$ cat config.mk
export PLATFORM = sky130hd
export DESIGN_NAME = ucseq_top
export DESIGN_NICKNAME = d
export VERILOG_FILES = /design/src/rtl/ucseq_pkg.sv /design/src/rtl/ucseq_map.sv /design/src/rtl/ucseq_store.sv /design/src/rtl/ucseq_next.sv /design/src/rtl/ucseq_top.sv
export SDC_FILE = /design/constraint.sdc
export NUM_CORES = 1
export LEC_CHECK = 0
export ABC_AREA = 1
export BUFFER_PORTS_ARGS = -buffer_cell sky130_fd_sc_hd__buf_2
export CORE_MARGIN = 2
export CORE_UTILIZATION = 44
export CTS_CLUSTER_DIAMETER = 80
export DETAILED_ROUTE_END_ITERATION = 10
export MAX_ROUTING_LAYER = met4
export PLACE_DENSITY = 0.87
export SETUP_SLACK_MARGIN = 0.5
export SYNTH_ARGS = -nofsm -noshare
export SYNTH_HDL_FRONTEND = slang
export SYNTH_SLANG_ARGS = --single-unit
$ cat constraint.sdc
create_clock -name clk -period 1.8 [get_ports clk]
set_clock_uncertainty 0.05 [all_clocks]
set_input_delay 0.36 -clock clk [delete_from_list [all_inputs] [get_ports clk]]
set_output_delay 0.36 -clock clk [all_outputs]
set_load 0.005 [all_outputs]
$ cat src/rtl/ucseq_pkg.sv
package ucseq_pkg;

    localparam int UPC_W = 4;
    localparam int OPC_W = 6;

    typedef enum logic [1:0] {
        SQ_HOLD = 2'b00,
        SQ_INC  = 2'b01,
        SQ_ZERO = 2'b10,
        SQ_LOAD = 2'b11
    } seq_e;

    typedef enum logic [1:0] {
        ALU_ADD  = 2'b00,
        ALU_OR   = 2'b01,
        ALU_FUNC = 2'b10
    } alu_e;

    typedef enum logic [UPC_W-1:0] {
        U_FETCH  = 4'd0,
        U_DECODE = 4'd1,
        U_BRANCH = 4'd3,
        U_RT_EXE = 4'd4,
        U_RT_WB  = 4'd5,
        U_OR_EXE = 4'd6,
        U_OR_WB  = 4'd7,
        U_LD_EXE = 4'd8,
        U_LD_MEM = 4'd9,
        U_LD_WB  = 4'd10,
        U_ST_EXE = 4'd11,
        U_ST_MEM = 4'd12
    } uaddr_e;

    localparam logic [OPC_W-1:0] OPC_RTYPE = 6'b000000;
    localparam logic [OPC_W-1:0] OPC_BEQ   = 6'b000100;
    localparam logic [OPC_W-1:0] OPC_ORI   = 6'b001101;
    localparam logic [OPC_W-1:0] OPC_LOAD  = 6'b100011;
    localparam logic [OPC_W-1:0] OPC_STORE = 6'b101011;

    typedef struct packed {
        logic ir_en;
        logic pc_en;
        logic pc_by_eq;
        logic a_en;
        logic b_en;
        logic e_en;
        logic s_en;
        logic m_en;
        alu_e alu;
        logic ext_sign;
        logic reg_wr;
        logic reg_dst;
        logic mem_wr;
        logic mem_to_reg;
        logic may_wait;
        seq_e seq;
    } uword_t;

endpackage

$ cat src/rtl/ucseq_map.sv
module ucseq_map
    import ucseq_pkg::*;
(
    input  logic [OPC_W-1:0] opcode,
    output uaddr_e           target
);
    always_comb begin
        case (opcode)
            OPC_RTYPE: target = U_RT_EXE;
            OPC_BEQ:   target = U_BRANCH;
            OPC_ORI:   target = U_OR_EXE;
            OPC_LOAD:  target = U_LD_EXE;
            OPC_STORE: target = U_ST_EXE;
            default:   target = U_FETCH;
        endcase
    end
endmodule

$ cat src/rtl/ucseq_store.sv
module ucseq_store
    import ucseq_pkg::*;
(
    input  uaddr_e addr,
    output uword_t word
);
    always_comb begin
        word     = '0;
        word.alu = ALU_ADD;
        word.seq = SQ_ZERO;
        unique case (addr)
            U_FETCH: begin
                word.ir_en    = 1'b1;
                word.may_wait = 1'b1;
                word.seq      = SQ_INC;
            end
            U_DECODE: begin
                word.a_en = 1'b1;
                word.b_en = 1'b1;
                word.e_en = 1'b1;
                word.seq  = SQ_LOAD;
            end
            U_BRANCH: begin
                word.pc_en    = 1'b1;
                word.pc_by_eq = 1'b1;
            end
            U_RT_EXE: begin
                word.s_en = 1'b1;
                word.alu  = ALU_FUNC;
                word.seq  = SQ_INC;
            end
            U_RT_WB: begin
                word.pc_en   = 1'b1;
                word.reg_wr  = 1'b1;
                word.reg_dst = 1'b1;
            end
            U_OR_EXE: begin
                word.s_en = 1'b1;
                word.alu  = ALU_OR;
                word.seq  = SQ_INC;
            end
            U_OR_WB: begin
                word.pc_en  = 1'b1;
                word.reg_wr = 1'b1;
            end
            U_LD_EXE, U_ST_EXE: begin
                word.s_en     = 1'b1;
                word.ext_sign = 1'b1;
                word.seq      = SQ_INC;
            end
            U_LD_MEM: begin
                word.m_en     = 1'b1;
                word.may_wait = 1'b1;
                word.seq      = SQ_INC;
            end
            U_LD_WB: begin
                word.pc_en      = 1'b1;
                word.reg_wr     = 1'b1;
                word.mem_to_reg = 1'b1;
            end
            U_ST_MEM: begin
                word.pc_en    = 1'b1;
                word.mem_wr   = 1'b1;
                word.may_wait = 1'b1;
            end
            default: ;
        endcase
    end
endmodule

$ cat src/rtl/ucseq_next.sv
module ucseq_next
    import ucseq_pkg::*;
(
    input  uaddr_e cur,
    input  seq_e   seq,
    input  uaddr_e target,
    input  logic   stall,
    output uaddr_e nxt
);
    always_comb begin
        if (stall) begin
            nxt = cur;
        end else begin
            unique case (seq)
                SQ_INC:  nxt = uaddr_e'(cur + UPC_W'(1));
                SQ_ZERO: nxt = U_FETCH;
                SQ_LOAD: nxt = target;
                default: nxt = cur;
            endcase
        end
    end
endmodule

$ cat src/rtl/ucseq_top.sv
module ucseq_top
    import ucseq_pkg::*;
(
    input  logic             clk,
    input  logic             rst,
    input  logic [OPC_W-1:0] opcode,
    input  logic             eq,
    input  logic             mem_busy,
    output logic [UPC_W-1:0] upc,
    output logic             ir_en,
    output logic             pc_en,
    output logic             pc_sel,
    output logic             a_en,
    output logic             b_en,
    output logic             e_en,
    output logic             s_en,
    output logic             m_en,
    output logic [1:0]       alu_op,
    output logic             ext_sign,
    output logic             reg_wr,
    output logic             reg_dst,
    output logic             mem_wr,
    output logic             mem_to_reg
);
    uaddr_e cur;
    uaddr_e nxt;
    uaddr_e target;
    uword_t word;
    logic   stall;

    ucseq_map   u_map   (.opcode(opcode), .target(target));
    ucseq_store u_store (.addr(cur), .word(word));

    assign stall = word.may_wait & mem_busy;

    ucseq_next u_next (
        .cur(cur), .seq(word.seq), .target(target), .stall(stall), .nxt(nxt)
    );

    always_ff @(posedge clk) begin
        if (rst) cur <= U_FETCH;
        else     cur <= nxt;
    end

    always_comb begin
        upc        = cur;
        ir_en      = word.ir_en  & ~stall;
        pc_en      = word.pc_en  & ~stall;
        pc_sel     = word.pc_by_eq & eq;
        a_en       = word.a_en   & ~stall;
        b_en       = word.b_en   & ~stall;
        e_en       = word.e_en   & ~stall;
        s_en       = word.s_en   & ~stall;
        m_en       = word.m_en   & ~stall;
        alu_op     = word.alu;
        ext_sign   = word.ext_sign;
        reg_wr     = word.reg_wr & ~stall;
        reg_dst    = word.reg_dst;
        mem_wr     = word.mem_wr & ~stall;
        mem_to_reg = word.mem_to_reg;
    end

    logic mem_step;
    assign mem_step = (upc == 4'd0) || (upc == 4'd9) || (upc == 4'd12);

    assert_step_inc_R2: assert property (@(posedge clk) disable iff (rst)
        ((upc == 4'd0 || upc == 4'd4 || upc == 4'd6 || upc == 4'd8 ||
          upc == 4'd9 || upc == 4'd11) && !(mem_step && mem_busy))
        |=> (upc == UPC_W'($past(upc) + 1)));

    assert_dispatch_R3: assert property (@(posedge clk) disable iff (rst)
        (upc == 4'd1) |=> (upc == 4'd0 || upc == 4'd3 || upc == 4'd4 ||
                           upc == 4'd6 || upc == 4'd8 || upc == 4'd11));

    assert_finish_zero_R4: assert property (@(posedge clk) disable iff (rst)
        (upc == 4'd3 || upc == 4'd5 || upc == 4'd7 || upc == 4'd10 ||
         (upc == 4'd12 && !mem_busy)) |=> (upc == 4'd0));

    assert_branch_sel_R5: assert property (@(posedge clk) disable iff (rst)
        (upc == 4'd3) |-> (pc_en && pc_sel == eq));

    assert_wait_hold_R6: assert property (@(posedge clk) disable iff (rst)
        (mem_step && mem_busy) |=> $stable(upc));

    assert_wait_quiet_R7: assert property (@(posedge clk) disable iff (rst)
        (mem_step && mem_busy) |-> !(ir_en || pc_en || a_en || b_en || e_en ||
                                     s_en || m_en || reg_wr || mem_wr));

    assert_one_writer_R9: assert property (@(posedge clk) disable iff (rst)
        $onehot0({ir_en, reg_wr, mem_wr}));

endmodule

==> results by group, run 1 <==
Timing
  • Slew Limit Fails: 0
  • Unrepaired setup endpoints after global routing: true
  • Worst-Margin Slew: 0.2548 ns
  • Post-route setup slack: -0.1294 ns
  • Hold Fails Final Rpt: 0
  • Slew headroom: around 83%
  • Final Cycle Share: 107.2%
  • Finish-stage setup viols: 6
  • Peak Freq: 0.5183 GHz
  • Final min period: 1.929 ns

Finish
  • Max reg flops: 4
  • Fill count: 78
  • Multi-input logic area: 544.3 um2
  • Most frequent cells in the layout: 28 x buf_2, 23 x nand2_1, 17 x inv_1
  • Layout area overhead: 77.54%
  • Layout cells sized above 1: 50.67%
  • Post-layout util: 81.07%
  • Most common cell after layout, fill and taps aside: buf_2
  • Fin cells: 165
  • Reg area: 92.59 um2
  • Post-layout nets: roughly 170
  • # diodes: 0

Global routing
  • First-pass GRT wire length: 2663 um
  • Total Routing Usage GR: between 20% and 30%
  • Via count of the first global-routing pass: 681
  • Antenna violations before repair: 0
  • Largest net degree at the start of global routing: 8
  • Total grt overflow: 0

Critical path
  • CP max stage delay: 0.41 ns
  • Reg2reg setup slack: ~0.08 ns
  • Critical Path End Type: output pin
  • CP Cell Sequence: inv_4, ha_4, nor2_2, nor2_2, nor2_2, nand3_1, nand2_1, inv_1, buf_2
  • Crit path max-delay family: simple AND/OR/NAND/NOR gates
  • Setup Crit Path Kind: flip-flop to output pin
  • Critical path arrival: 1.52 ns
  • Most used cell, CP: nor2_2
  • Crit Path Max Fanout: 6
  • Critical Path RT: approximately 1.4 ns
  • CP startpoint kind: flip-flop
  • Max stage delay cell, worst path: dfxtp_4
  • Crit path buf inv count: 3

Placed design
  • Post-DP HPWL: 1175 um
  • Cell count after placement: 149
  • RD Place Congestion: 0.7918
  • Number of port buffers: 28

Clock network
  • CTS tree: built
  • CTS Sinks: 4
  • Root buf cell: clkbuf_4
  • H-tree levels: 1
  • CTS buffer count: 3
  • CTS Hold Bufs: 0
  • Clk slew on worst S/H paths: 0.04 ns
  • Clock Path Buffers: 2
  • Clock latency on the worst-skew pair: 0.25 ns

Pwr
  • Maximum VDD drop: 0.6355 mV
  • Tot Pwr: 1.342 mW
  • Leak: 0.5865 nW
  • Pwr dens: approximately 1300 nW/um2

Synth
  • Mapped Area: 579.3 um2
  • Cell variety after synth: 17
  • Sequential fraction of the synthesis area: about 14%
  • Syn nets: about 120
  • Cells after synthesis: 108
  • Syn avg cell area: roughly 5.4 um2
  • Synth Warn #: 0
  • Largest cells by area after synthesis: nand2_1 16%, nor2_1 15%, dfxtp_1 14%
  • Post-synth top area cell: nand2_1
  • Seq cells post-synth: 4
  • Area fraction of the dominant cell type after synthesis: 16.20%

Die
  • Die Y: 40.29 um
  • Die area: 1623 um2
  • IO Pins: 29
  • CORE AREA: 1269 um2
  • Chip width: between 40 and 50 um
  • Starting Density: between 40% and 50%
  • Num rows: 13

Route
  • Via count: 849
  • Antenna-violating nets left: 0
  • Routed WL: 2222 um
  • TritonRoute pass-1 iters: 4
  • DR WL/cell: 13.47 um
  • Post-route DRC violation count: 0
  • Iteration-0 DRC Markers: 17
  • Via density per instance: 5.145

Status
  • Outcome: finished, violations left
  • Failing checks: negative setup slack

Job
  • Count of maximum capacitance violations: 0

Min path
  • Tightest Hold Check Type: input port to flip-flop
[report_power, final]
part / internal (mW) / switching [mW] / leakage, nW / total, mW
Clock: 0.0840 / 0.0484 / 0.0150 / 0.132
Sequential: 0.126 / 0.0686 / 0.0353 / 0.194
Combinational: 0.481 / 0.534 / 0.536 / 1.02
[cell families after synthesis]
logic type,after synthesis,synth area share (%)
AND/OR/NAND/NOR,70,53.13
buffers and inverters,25,18.79
adder cells (fa/ha/maj),4,8.640
flip-flops,4,13.82
AO/OA/AOI/OAI,3,2.591
XOR/XNOR,2,3.024
[area by class of cell]
cell class | count | share of cell area (%)
clock buffer | 4 | 2.555
inverter | 22 | 8.759
multi-input combinational | 79 | 52.92
sequential | 4 | 9.002
tap | 15 | 1.825
timing repair buffer | 41 | 24.94
[layer usage]
metal	vias up	global-route usage (%)	share of wire, %	wire, um
met2	48	45.16	51	1137
met1	380	25.50	39	872
li1	414	-	-	-
met4	0	15.00	2.5	55
met5	-	-	0	0
met3	7	3.333	7.0	156
[stage by stage]
step | hold WS (ns) | area [um2] | setup slack [ns] | setup TNS (ns)
after floorplan | 0.3791 | 636.9 | 0.2434 | 0
after global placement | 0.5062 | 777.0 | 0.1965 | 0
after detailed placement | 0.5134 | 777.0 | 0.1756 | 0
after CTS | 0.2502 | 923.4 | -0.009208 | -0.009208
after global routing | 0.2585 | 1028 | -0.1795 | -0.8250
final | 0.2488 | 1028 | -0.1294 | -0.4421
[Yosys cell counts]
master,n
nand2_4,1
a21oi_1,1
dfxtp_1,4
nand3_2,1
buf_4,2
nand2_1,25
inv_1,20
nor2_1,23
nor2_2,2
inv_2,2
o21ai_0,2
nand3_1,16
xor2_1,2
buf_6,1
ha_1,4
nand3b_1,1
nand4_1,1
[repair_timing]
item | CTS | global route
setup buffers | 8 | 4
endpoints found under the setup margin | 21 | 20
resized for setup | 17 | 17
pin swaps | 10 | 12
[final timing paths]
path	from	to	cells after the start
min	rst	upc[2]$_SDFFE_PP0P_	2
max	upc[1]$_SDFFE_PP0P_	pc_en	9
min reg2reg	upc[1]$_SDFFE_PP0P_	upc[1]$_SDFFE_PP0P_	4
max reg2reg	upc[0]$_SDFFE_PP0P_	upc[3]$_SDFFE_PP0P_	12
(Power assumes the default switching activity.)
==> run 2, diff against run 1 <==
--- a/config.mk
+++ b/config.mk
@@ -6,13 +6,14 @@
 export NUM_CORES = 1
 export LEC_CHECK = 0
 export ABC_AREA = 1
+export ABC_CLOCK_PERIOD_IN_PS = 1600
 export BUFFER_PORTS_ARGS = -buffer_cell sky130_fd_sc_hd__buf_2
 export CORE_MARGIN = 2
-export CORE_UTILIZATION = 44
+export CORE_UTILIZATION = 40
 export CTS_CLUSTER_DIAMETER = 80
 export DETAILED_ROUTE_END_ITERATION = 10
 export MAX_ROUTING_LAYER = met4
-export PLACE_DENSITY = 0.87
+export PLACE_DENSITY = 0.84
 export SETUP_SLACK_MARGIN = 0.5
 export SYNTH_ARGS = -nofsm -noshare
 export SYNTH_HDL_FRONTEND = slang
==> constraint.sdc (replaced) <==
create_clock -name clk -period 1.6 [get_ports clk]
set_clock_uncertainty 0.05 [all_clocks]
set_input_delay 0.32 -clock clk [delete_from_list [all_inputs] [get_ports clk]]
set_output_delay 0.32 -clock clk [all_outputs]
set_load 0.005 [all_outputs]
==> results by group, run 2 (synthesis gave the netlist of run 1 again) <==
Timing
  • Final Cycle Share: 111.8%
  • Slew headroom: 81.21%
  • Slew Limit Fails: 0
  • Post-route setup slack: -0.1895 ns
  • Final min period: 1.789 ns
  • Worst-Margin Slew: 0.2812 ns
  • Hold Fails Final Rpt: 0
  • Final setup TNS: -1.183 ns
  • Unrepaired setup endpoints after global routing: true
  • Finish-stage setup viols: 9
  • Peak Freq: 0.5588 GHz

Clock network
  • CTS Hold Bufs: 0
  • CTS buffer count: 3
  • Clk slew on worst S/H paths: about 0.04 ns
  • Root buf cell: clkbuf_4
  • CTS Sinks: 4
  • H-tree levels: 1
  • Clock latency on the worst-skew pair: 0.25 ns
  • CTS tree: built
  • Clock Path Buffers: 2

Die
  • Starting Density: 43.43%
  • CORE AREA: 1334 um2
  • Num rows: 13
  • Die Y: between 40 and 50 um
  • IO Pins: 29
  • Chip width: about 42 um
  • Die area: 1769 um2

Global routing
  • First-pass GRT wire length: between 2000 and 3000 um
  • Total Routing Usage GR: 21.72%
  • Antenna violations before repair: 0
  • Total grt overflow: 0
  • Via count of the first global-routing pass: roughly 730
  • Largest net degree at the start of global routing: 9

Critical path
  • CP startpoint kind: flip-flop
  • Critical Path End Type: output pin
  • Critical Path RT: ~1.2 ns
  • Critical path arrival: 1.42 ns
  • Setup Crit Path Kind: flip-flop to output pin
  • Crit Path Max Fanout: 6

Placed design
  • Post-DP HPWL: around 1200 um
  • RD Place Congestion: a little under 0.9
  • Number of port buffers: 28
  • Pre-CTS WS: between 0.07 and 0.08 ns
  • Post-placement cell area: 813.3 um2

Route
  • Post-route DRC violation count: 0
  • TritonRoute pass-1 iters: 4
  • Via density per instance: between 4 and 5
  • DR WL/cell: approximately 11 um
  • Via count: 811
  • Iteration-0 DRC Markers: 12
  • Antenna-violating nets left: 0
  • Routed WL: 1766 um

Finish
  • Layout cells sized above 1: 48.99%
  • Design area: 980.9 um2
  • Fill count: 106
  • Post-layout nets: 164
  • Most frequent cells in the layout: 25 x buf_2, 23 x nand2_1, 17 x nor2_1
  • # diodes: 0
  • Max reg flops: 4
  • Layout area overhead: 69.33%
  • Most common cell after layout, fill and taps aside: buf_2

Job
  • Count of maximum capacitance violations: 0

Status
  • Outcome: finished, violations left
  • Failing checks: negative setup slack

Pwr
  • Leak: 0.5754 nW
  • Pwr dens: between 1000 and 1500 nW/um2
  • Maximum VDD drop: approximately 0.52 mV

Min path
  • Tightest Hold Check Type: input port to flip-flop
## run 2: cell types whose count changed in the layout (fill, tap and decap cells not counted), sizes merged
cell,before,now
buf,41,40
## run 2: metal layers
metal  global-route usage (%)  part of all wire, %  vias up
li1                         -                    -      408
met1                    21.88                   40      374
met2                    39.06                   54       25
met3                    2.586                  3.3        4
met4                    14.37                  2.6        0
met5                        -                    0        -
## run 2: worst paths after layout
path,cells after the start,startpoint,slack (ns),end
max,9,upc[1]$_SDFFE_PP0P_,-0.19,pc_en
min reg2reg,4,upc[1]$_SDFFE_PP0P_,0.57,upc[1]$_SDFFE_PP0P_
max reg2reg,10,upc[0]$_SDFFE_PP0P_,0.08,upc[2]$_SDFFE_PP0P_
min,2,rst,0.21,upc[3]$_SDFFE_PP0P_
## run 2: timing repair
item                                    4_1_cts  5_1_grt
gates resized for setup                      12        9
pin swaps                                     6        0
endpoints found under the setup margin       23       23
buffers inserted                              6        3
## run 2: report_power, final
group / switching (mW) / total (mW) / leakage (nW) / internal (mW)
registers: 0.0607 / 0.200 / 0.0356 / 0.140
logic: 0.474 / 0.876 / 0.525 / 0.402
clock network: 0.0529 / 0.147 / 0.0150 / 0.0943
total: 0.588 / 1.22 / 0.575 / 0.636
## run 2: layout make-up
type                    count  area [um2]  area share [%]
multi-input cells          79       486.7           49.62
clock buffers               4       26.28           2.679
flip-flops and latches      4       95.09           9.694
repair buffers             40       264.0           26.91
inverters                  22       90.09           9.184
well taps                  15       18.77           1.913
## run 2: critical path, stage by stage (launching register included)
cell	delay, ns
dfxtp_4	0.38
inv_4	0.06
ha_4	0.18
nor2_1	0.10
nor2_1	0.06
nor2_2	0.12
nand3_1	0.08
nand2_1	0.06
inv_1	0.03
buf_2	0.11
## run 2: metrics by stage
step	hold WS [ns]	std cells	utilization (%)	power, mW
6_report	0.2129	164	73.55	1.224
5_1_grt	0.2194	164	73.55	1.329
4_1_cts	0.2040	161	69.70	1.111
3_5_place_dp	0.4618	151	60.98	0.8938
3_3_place_gp	0.4642	151	60.98	0.8740
2_1_floorplan	0.3350	108	-	0.7219
